File: config.mk
export PLATFORM = sky130hd
export DESIGN_NAME = nand_cmd_responder
export DESIGN_NICKNAME = d
export VERILOG_FILES = /design/src/rtl/nand_resp_pkg.sv /design/src/rtl/nand_strobe_edge.sv /design/src/rtl/nand_busy_timer.sv /design/src/rtl/nand_page_store.sv /design/src/rtl/nand_cmd_responder.sv
export SDC_FILE = /design/constraint.sdc
export NUM_CORES = 2
export LEC_CHECK = 0
export ABC_AREA = 1
export CAP_MARGIN = 20
export CORE_MARGIN = 2
export CORE_UTILIZATION = 60
export DETAILED_ROUTE_END_ITERATION = 12
export PLACE_DENSITY = 0.76
export SYNTH_ARGS = -nofsm -noshare
export SYNTH_HDL_FRONTEND = slang
export SYNTH_HIERARCHICAL = 1
export SYNTH_SLANG_ARGS = --single-unit
File: constraint.sdc
create_clock -name clk -period 4.48 [get_ports clk]
set_clock_uncertainty 0.1 [all_clocks]
set_input_delay 0.448 -clock clk [delete_from_list [all_inputs] [get_ports clk]]
set_output_delay 0.448 -clock clk [all_outputs]
set_load 0.05 [all_outputs]
File: src/rtl/nand_resp_pkg.sv
`timescale 1ns/1ps
package nand_resp_pkg;
  typedef enum logic [1:0] {OUT_ARRAY, OUT_STATUS, OUT_IDENT} out_mode_e;
  typedef enum logic [2:0] {SU_NONE, SU_RD_ADDR, SU_PG_ADDR, SU_PG_DATA,
                            SU_ER_ADDR, SU_ID_ADDR} setup_e;
  typedef enum logic [1:0] {OP_NONE, OP_READ, OP_PROG, OP_ERASE} op_e;

  localparam logic [7:0] CMD_READ     = 8'h00;
  localparam logic [7:0] CMD_PROG     = 8'h80;
  localparam logic [7:0] CMD_PROG_GO  = 8'h10;
  localparam logic [7:0] CMD_ERASE    = 8'h60;
  localparam logic [7:0] CMD_ERASE_GO = 8'hD0;
  localparam logic [7:0] CMD_STATUS   = 8'h70;
  localparam logic [7:0] CMD_IDENT    = 8'h90;
  localparam logic [7:0] CMD_RESET    = 8'hFF;
  localparam logic [7:0] MAKER_CODE   = 8'hEC;
  localparam logic [7:0] DEVICE_CODE  = 8'h76;

  // status: write-enable, ready, fail
  function automatic logic [7:0] status_byte(input logic wp_n, input logic busy,
                                             input logic fail);
    return {wp_n, ~busy, 5'b00000, fail};
  endfunction

  // row address folded onto the backing array
  function automatic int page_of(input logic [15:0] row, input int pages);
    return int'(row) % pages;
  endfunction

  function automatic int byte_index(input int page, input int col, input int page_bytes);
    return page * page_bytes + col;
  endfunction
endpackage

File: src/rtl/nand_strobe_edge.sv
`timescale 1ns/1ps
module nand_strobe_edge (
  input  logic clk,
  input  logic rst_n,
  input  logic strobe_n,
  output logic rise,
  output logic fall
);
  logic prev_q;
  always_ff @(posedge clk or negedge rst_n)
    if (!rst_n) prev_q <= 1'b1;
    else        prev_q <= strobe_n;
  assign rise = strobe_n & ~prev_q;
  assign fall = ~strobe_n & prev_q;
endmodule

File: src/rtl/nand_busy_timer.sv
`timescale 1ns/1ps
module nand_busy_timer #(
  parameter int CNT_W = 8
) (
  input  logic             clk,
  input  logic             rst_n,
  input  logic             start,
  input  logic [CNT_W-1:0] load,
  input  logic             abort,
  output logic             busy,
  output logic             done
);
  logic [CNT_W-1:0] cnt_q;
  always_ff @(posedge clk or negedge rst_n)
    if (!rst_n)             cnt_q <= '0;
    else if (abort)         cnt_q <= '0;
    else if (start)         cnt_q <= load;
    else if (cnt_q != '0)   cnt_q <= cnt_q - 1'b1;
  assign busy = (cnt_q != '0);
  assign done = (cnt_q == CNT_W'(1)) & ~abort;

  // busy only ends through completion or abort
  p_busy_end_r2: assert property (@(posedge clk) disable iff (!rst_n)
    $fell(busy) |-> $past(done || abort));
  // a start with nonzero length raises busy
  p_start_busy_r4: assert property (@(posedge clk) disable iff (!rst_n)
    (start && !abort && load != '0) |=> busy);
endmodule

File: src/rtl/nand_page_store.sv
`timescale 1ns/1ps
module nand_page_store #(
  parameter int PAGE_BYTES    = 16,
  parameter int PAGES_PER_BLK = 4,
  parameter int BLOCKS        = 4
) (
  clk, rst_n, buf_clr, buf_wr, buf_col, buf_data,
  commit_prog, commit_erase, page_sel, blk_sel, rd_col, rd_data
);
  localparam int PAGES     = PAGES_PER_BLK * BLOCKS;
  localparam int MEM_BYTES = PAGES * PAGE_BYTES;
  localparam int BLK_BYTES = PAGES_PER_BLK * PAGE_BYTES;
  localparam int COL_W     = $clog2(PAGE_BYTES);
  localparam int PI_W      = $clog2(PAGES);
  localparam int BLK_W     = $clog2(BLOCKS);
  localparam int MEM_AW    = $clog2(MEM_BYTES);

  input  logic             clk;
  input  logic             rst_n;
  input  logic             buf_clr;
  input  logic             buf_wr;
  input  logic [COL_W-1:0] buf_col;
  input  logic [7:0]       buf_data;
  input  logic             commit_prog;
  input  logic             commit_erase;
  input  logic [PI_W-1:0]  page_sel;
  input  logic [BLK_W-1:0] blk_sel;
  input  logic [COL_W-1:0] rd_col;
  output logic [7:0]       rd_data;

  logic [7:0] mem  [MEM_BYTES];
  logic [7:0] pbuf [PAGE_BYTES];

  always_ff @(posedge clk or negedge rst_n) begin
    if (!rst_n) begin
      for (int i = 0; i < MEM_BYTES; i++)  mem[i]  <= 8'hFF;
      for (int i = 0; i < PAGE_BYTES; i++) pbuf[i] <= 8'hFF;
    end else begin
      if (buf_clr)
        for (int i = 0; i < PAGE_BYTES; i++) pbuf[i] <= 8'hFF;
      else if (buf_wr)
        pbuf[buf_col] <= buf_data;
      if (commit_prog)
        for (int i = 0; i < PAGE_BYTES; i++)
          mem[MEM_AW'(nand_resp_pkg::byte_index(int'(page_sel), i, PAGE_BYTES))] <= pbuf[i];
      if (commit_erase)
        for (int i = 0; i < BLK_BYTES; i++)
          mem[MEM_AW'(int'(blk_sel) * BLK_BYTES + i)] <= 8'hFF;
    end
  end

  assign rd_data = mem[MEM_AW'(nand_resp_pkg::byte_index(int'(page_sel), int'(rd_col), PAGE_BYTES))];

  // the two commits never overlap
  p_one_commit_r6: assert property (@(posedge clk) disable iff (!rst_n)
    !(commit_prog && commit_erase));
endmodule

File: src/rtl/nand_cmd_responder.sv
`timescale 1ns/1ps
module nand_cmd_responder #(
  parameter int PAGE_BYTES    = 16,
  parameter int PAGES_PER_BLK = 4,
  parameter int BLOCKS        = 4,
  parameter int T_READ        = 5,
  parameter int T_PROG        = 12,
  parameter int T_ERASE       = 20
) (
  input  logic       clk,
  input  logic       rst_n,
  input  logic       wp_n,
  input  logic       cle,
  input  logic       ale,
  input  logic       we_n,
  input  logic       re_n,
  input  logic [7:0] din,
  output logic [7:0] dout,
  output logic       rb_n
);
  import nand_resp_pkg::*;

  localparam int PAGES = PAGES_PER_BLK * BLOCKS;
  localparam int COL_W = $clog2(PAGE_BYTES);
  localparam int PI_W  = $clog2(PAGES);
  localparam int BLK_W = $clog2(BLOCKS);
  localparam int T_MAX = (T_ERASE > T_PROG) ? ((T_ERASE > T_READ) ? T_ERASE : T_READ)
                                            : ((T_PROG > T_READ) ? T_PROG : T_READ);
  localparam int CNT_W = $clog2(T_MAX + 1);
  localparam logic [COL_W-1:0] LAST_COL = COL_W'(PAGE_BYTES - 1);

  out_mode_e        mode_q;
  setup_e           setup_q;
  op_e              op_q;
  logic [1:0]       acnt_q;
  logic [COL_W-1:0] ptr_q;
  logic [15:0]      row_q;
  logic             fail_q, id_dev_q;

  // named internal events
  logic we_rise, re_rise, we_fall_unused, re_fall_unused;
  logic cmd_ev, addr_ev, data_ev, busy, done;
  logic reset_cmd, status_cmd, start_read, start_prog, start_erase, rd_collect;
  logic [CNT_W-1:0] busy_load;
  logic [PI_W-1:0]  page_idx;
  logic [BLK_W-1:0] blk_idx;
  logic [7:0]       arr_byte;

  nand_strobe_edge i_we_edge (.clk(clk), .rst_n(rst_n), .strobe_n(we_n),
                              .rise(we_rise), .fall(we_fall_unused));
  nand_strobe_edge i_re_edge (.clk(clk), .rst_n(rst_n), .strobe_n(re_n),
                              .rise(re_rise), .fall(re_fall_unused));

  assign cmd_ev      = we_rise & cle & ~ale;
  assign addr_ev     = we_rise & ale & ~cle;
  assign data_ev     = we_rise & ~ale & ~cle;
  assign reset_cmd   = cmd_ev & (din == CMD_RESET);
  assign status_cmd  = cmd_ev & (din == CMD_STATUS);
  assign start_prog  = cmd_ev & ~busy & (din == CMD_PROG_GO) & (setup_q == SU_PG_DATA);
  assign start_erase = cmd_ev & ~busy & (din == CMD_ERASE_GO) & (setup_q == SU_ER_ADDR)
                     & (acnt_q == 2'd2);
  assign rd_collect  = addr_ev & ~busy & ((setup_q == SU_RD_ADDR) |
                       ((setup_q == SU_NONE) & (mode_q == OUT_ARRAY)));
  assign start_read  = rd_collect & (acnt_q == 2'd2);
  assign busy_load   = start_erase ? CNT_W'(T_ERASE) : start_prog ? CNT_W'(T_PROG)
                                                      : CNT_W'(T_READ);

  nand_busy_timer #(.CNT_W(CNT_W)) i_timer (
    .clk(clk), .rst_n(rst_n), .start(start_read | start_prog | start_erase),
    .load(busy_load), .abort(reset_cmd), .busy(busy), .done(done));

  assign page_idx = PI_W'(page_of(row_q, PAGES));
  assign blk_idx  = BLK_W'(page_of(row_q, PAGES) / PAGES_PER_BLK);

  nand_page_store #(.PAGE_BYTES(PAGE_BYTES), .PAGES_PER_BLK(PAGES_PER_BLK),
                    .BLOCKS(BLOCKS)) i_store (
    .clk(clk), .rst_n(rst_n),
    .buf_clr(cmd_ev & ~busy & (din == CMD_PROG)),
    .buf_wr(data_ev & ~busy & (setup_q == SU_PG_DATA)),
    .buf_col(ptr_q), .buf_data(din),
    .commit_prog(done & (op_q == OP_PROG) & ~fail_q),
    .commit_erase(done & (op_q == OP_ERASE) & ~fail_q),
    .page_sel(page_idx), .blk_sel(blk_idx), .rd_col(ptr_q), .rd_data(arr_byte));

  always_ff @(posedge clk or negedge rst_n) begin
    if (!rst_n) begin
      mode_q <= OUT_ARRAY; setup_q <= SU_NONE; op_q <= OP_NONE; acnt_q <= '0;
      ptr_q <= '0; row_q <= '0; fail_q <= 1'b0; id_dev_q <= 1'b0;
    end else if (reset_cmd) begin
      mode_q <= OUT_ARRAY; setup_q <= SU_NONE; op_q <= OP_NONE; acnt_q <= '0;
      fail_q <= 1'b0; id_dev_q <= 1'b0;
    end else if (status_cmd) begin
      mode_q <= OUT_STATUS;
      if (!busy) setup_q <= SU_NONE;
    end else if (cmd_ev && !busy) begin
      acnt_q <= '0;
      unique case (din)
        CMD_READ:  begin mode_q <= OUT_ARRAY; setup_q <= SU_RD_ADDR; end
        CMD_PROG:  setup_q <= SU_PG_ADDR;
        CMD_ERASE: setup_q <= SU_ER_ADDR;
        CMD_IDENT: setup_q <= SU_ID_ADDR;
        CMD_PROG_GO, CMD_ERASE_GO:
          if (start_prog || start_erase) begin
            mode_q <= OUT_STATUS; setup_q <= SU_NONE; fail_q <= ~wp_n;
            op_q <= start_prog ? OP_PROG : OP_ERASE;
          end else acnt_q <= acnt_q;
        default: acnt_q <= acnt_q;
      endcase
    end else if (addr_ev && !busy) begin
      if (rd_collect || setup_q == SU_PG_ADDR) begin
        unique case (acnt_q)
          2'd0:    begin ptr_q <= din[COL_W-1:0]; acnt_q <= 2'd1; end
          2'd1:    begin row_q[7:0] <= din; acnt_q <= 2'd2; end
          default: begin
            row_q[15:8] <= din; acnt_q <= '0;
            if (rd_collect) begin setup_q <= SU_NONE; op_q <= OP_READ; end
            else setup_q <= SU_PG_DATA;
          end
        endcase
      end else if (setup_q == SU_ER_ADDR) begin
        if (acnt_q == 2'd0)      begin row_q[7:0]  <= din; acnt_q <= 2'd1; end
        else if (acnt_q == 2'd1) begin row_q[15:8] <= din; acnt_q <= 2'd2; end
      end else if (setup_q == SU_ID_ADDR && din == 8'h00) begin
        mode_q <= OUT_IDENT; setup_q <= SU_NONE; id_dev_q <= 1'b0;
      end
    end else if (data_ev && !busy && setup_q == SU_PG_DATA) begin
      if (ptr_q != LAST_COL) ptr_q <= ptr_q + 1'b1;
    end else if (re_rise && !busy) begin
      if (mode_q == OUT_ARRAY && ptr_q != LAST_COL) ptr_q <= ptr_q + 1'b1;
      if (mode_q == OUT_IDENT) id_dev_q <= 1'b1;
    end
  end

  always_comb begin
    unique case (mode_q)
      OUT_STATUS: dout = status_byte(wp_n, busy, fail_q);
      OUT_IDENT:  dout = id_dev_q ? DEVICE_CODE : MAKER_CODE;
      default:    dout = arr_byte;
    endcase
  end
  assign rb_n = ~busy;

  p_confirm_busy_r4: assert property (@(posedge clk) disable iff (!rst_n)
    start_prog |=> !rb_n);
  p_orphan_confirm_r5: assert property (@(posedge clk) disable iff (!rst_n)
    (cmd_ev && !busy && din == CMD_PROG_GO && setup_q != SU_PG_DATA) |=> rb_n);
  p_auto_status_r7: assert property (@(posedge clk) disable iff (!rst_n)
    (start_prog || start_erase) |=> (mode_q == OUT_STATUS));
  p_busy_ignore_r8: assert property (@(posedge clk) disable iff (!rst_n)
    (busy && !done && cmd_ev && din != CMD_STATUS && din != CMD_RESET)
      |=> ($stable(mode_q) && $stable(setup_q)));
  p_reset_clear_r9: assert property (@(posedge clk) disable iff (!rst_n)
    reset_cmd |=> (rb_n && !fail_q && mode_q == OUT_ARRAY));
  p_orphan_erase_r12: assert property (@(posedge clk) disable iff (!rst_n)
    (cmd_ev && !busy && din == CMD_ERASE_GO && setup_q != SU_ER_ADDR) |=> rb_n);
endmodule

==> impl_metrics.env <==
export IMPL_place_detailed_hpwl_mm=156
export IMPL_crit_top_cell="nand2_1"
export IMPL_syn_avg_cell_area_um2=8.34
export IMPL_finalCritPeriodShare_pct=99.0
export IMPL_end_kind="output pin"
export IMPL_synth_nets=12400
export IMPL_clock_path_buffers=3
export IMPL_grt_pass1_vias=77700
export IMPL_slew_viol_final=0
export IMPL_hold_viol_final=0
export IMPL_antenna_found_initial=5
export IMPL_die_h_um=418
export IMPL_min_path_type="primary input to flip-flop"
export IMPL_io_buffers=23
export IMPL_firstDrtPassIters=8
export IMPL_initial_core_util_pct=60.2
export IMPL_cp_num_buf_inv=4
export IMPL_postLayoutCoreUtil_pct=64.7
export IMPL_powerDensity_nw_per_um2=359
export IMPL_placed_area_um2=102000
export IMPL_grt_usage_pct=31.5
export IMPL_period_needed_ns=4.44
export IMPL_core_region_area_um2=171000
export IMPL_multi_input_area_um2=33600
export IMPL_rr_worst_depth=16
export IMPL_routed_wl_mm=283
export IMPL_regArea_um2=57800
export IMPL_drt_iter0_drc=8815
export IMPL_setup_worst_path_start_class="flip-flop"
export IMPL_nFillCells=13200
export IMPL_worst_slack_ns=0.0443
export IMPL_required_ns=3.93
export IMPL_io_pins=24
export IMPL_final_area_um2=111000
export IMPL_grt_pass1_wl_mm=437
export IMPL_clk_pin_slew_ns=0.06
export IMPL_setup_tns_ns=0
export IMPL_path_class="flip-flop to output pin"
export IMPL_area_growth_pct=7.46
export IMPL_slowest_stage="inv_2"
export IMPL_path_depth=12
export IMPL_synth_area_um2=103000
export IMPL_cts_buffers=214
export IMPL_fin_nets=11000
export IMPL_hold_depth=2
export IMPL_cts_tree="built"
export IMPL_htreeDepth=4
export IMPL_post_drt_wl_per_cell_um=21.1
export IMPL_slowest_delay_ns=0.67
export IMPL_gp_congestion=0.891
export IMPL_worstMarginPinSlew_ns=1.08
export IMPL_relSlewSlack_pct=27.7
export IMPL_finalPower_mw=39.8
export IMPL_path_delay_family="buffers and inverters"
export IMPL_place_inst=13000
export IMPL_ant_nets=0
export IMPL_viasPerCell=5.86
export IMPL_clkSinkCount=2202
export IMPL_ys_warn_count=6
export IMPL_leakagePower_nw=47.5
export IMPL_die_width_um=418
export IMPL_final_setup_viol_count=0
export IMPL_crit_fanout=14
export IMPL_drc_errors=0
export IMPL_rsz0062_at_grt="yes"
export IMPL_rows=152
export IMPL_grt_max_degree=191
export IMPL_holdWs_ns=0.113
export IMPL_clk_latency_ns=0.90
export IMPL_max_cap_violations=0
export IMPL_pre_cts_ws_ns=0.208
export IMPL_clock_fmax_mhz=225
export IMPL_drive_gt1_share_pct=26.6
export IMPL_fin_cells=13400
export IMPL_gr_total_overflow=0
export IMPL_peakVddDrop_v=0.000481
export IMPL_die_area_um2=175000
export IMPL_status="completed"
export IMPL_path_cells="nand2_1 > inv_2 > buf_12 > nand2_1 > nand2_1 > nor2_4 > nand2_1 > nand3_2 > nand2_1 > inv_1 > o211ai_1 > buf_4"
export IMPL_dr_total_vias=78600
export IMPL_synth_cells=12400
export IMPL_arrival_ns=3.89
export IMPL_root_buffer="clkbuf_16"
-- flip-flops by register name, indices dropped and copies added, names as in the netlist --
name              flops
i_re_edge/prev_q      1
fail_q                1
op_q                  2
setup_q               3
mode_q                2
ptr_q                 4
i_timer/cnt_q         5
id_dev_q              1
row_q                 4
i_we_edge/prev_q      1
i_store/mem        2048
acnt_q                2
i_store/pbuf        128
-- path summary, 6_finish.rpt --
check	start	to	slack [ns]
max	row_q[1]$_DFFE_PN0P_	dout[7]	0.04
min	wp_n	fail_q$_DFFE_PN0P_	0.11
max reg2reg	i_timer/cnt_q[0]$_DFFE_PN0P_	i_store/pbuf[89]$_DFFE_PN1P_	0.96
min reg2reg	i_store/mem[773]$_DFF_PN1_	i_store/mem[773]$_DFF_PN1_	0.26
max in group asynchronous	rst_n	i_store/mem[95]$_DFF_PN1_	2.72
min in group asynchronous	rst_n	i_store/mem[1814]$_DFF_PN1_	0.55
-- where the power goes --
| part | total, mW | internal (mW) | switching [mW] |
|---|---|---|---|
| clock | 18.8 | 10.8 | 8.06 |
| combinational | 0.866 | 0.194 | 0.673 |
| sequential | 20.1 | 20.0 | 0.0385 |
| total | 39.8 | 31.0 | 8.77 |
-- metal layers --
metal  vias to the layer above  share of wire, %  global-route usage, %
li1                      35700                 -                      -
met1                     38200                41                   42.7
met2                      3831                45                   48.7
met3                       795               9.3                   6.12
met4                         6               5.2                   15.7
met5                         -             0.014                      0
-- cell type report --
class	count	area share (%)
Timing Repair Buffer	320	4.20
Clock buffer	311	5.62
Timing Repair inverter	7	0.0858
Clock inverter	87	1.15
Inverter	1122	3.89
Tap cell	2233	2.52
Antenna cell	4	0.00904
Multi-Input combinational cell	7125	30.3
Sequential cell	2202	52.2
-- what timing repair did --
item                                   CTS  global route
pin swaps                                2             6
gates cloned                            11            21
endpoints found under the hold margin   90             0
hold buffers                             3             0
setup buffers                            8            15
resized for setup                       60            67
setup endpoints to repair                8             8
-- worst register-to-register path: stages, from the launching register on --
cell and delay [ns]:
dfrtp_1 0.40, inv_1 0.11, ha_1 0.20, inv_1 0.07, nor2_2 0.12, nand2_1 0.16
inv_2 0.16, nand2_2 0.07, inv_1 0.05, nand2_1 0.16, inv_1 0.10, inv_1 0.09
buf_4 0.28, o31ai_4 0.81, buf_4 0.34, nor2_1 0.06, a21oi_1 0.15
-- cell usage in the layout (no fill, tap or decap), drive strengths merged --
cell type,n
o31ai,16
clkinvlp,7
a211oi,2
bufbuf,2
clkbuf,329
o221ai,1
dfrtp,24
or2,3
nor2,1006
inv,1123
nand2,3320
nand3b,1
o21ai,345
clkdlybuf4s50,14
nor3,6
nand4,8
nor4,1
buf,283
ha,6
dlygate4sd3,3
xor2,1
clkinv,68
nand3,1196
a21oi,162
o22ai,4
diode,4
o211ai,1045
dfstp,2178
conb,2
bufinv,18
No activity file was read; power rests on OpenSTA's default activity.
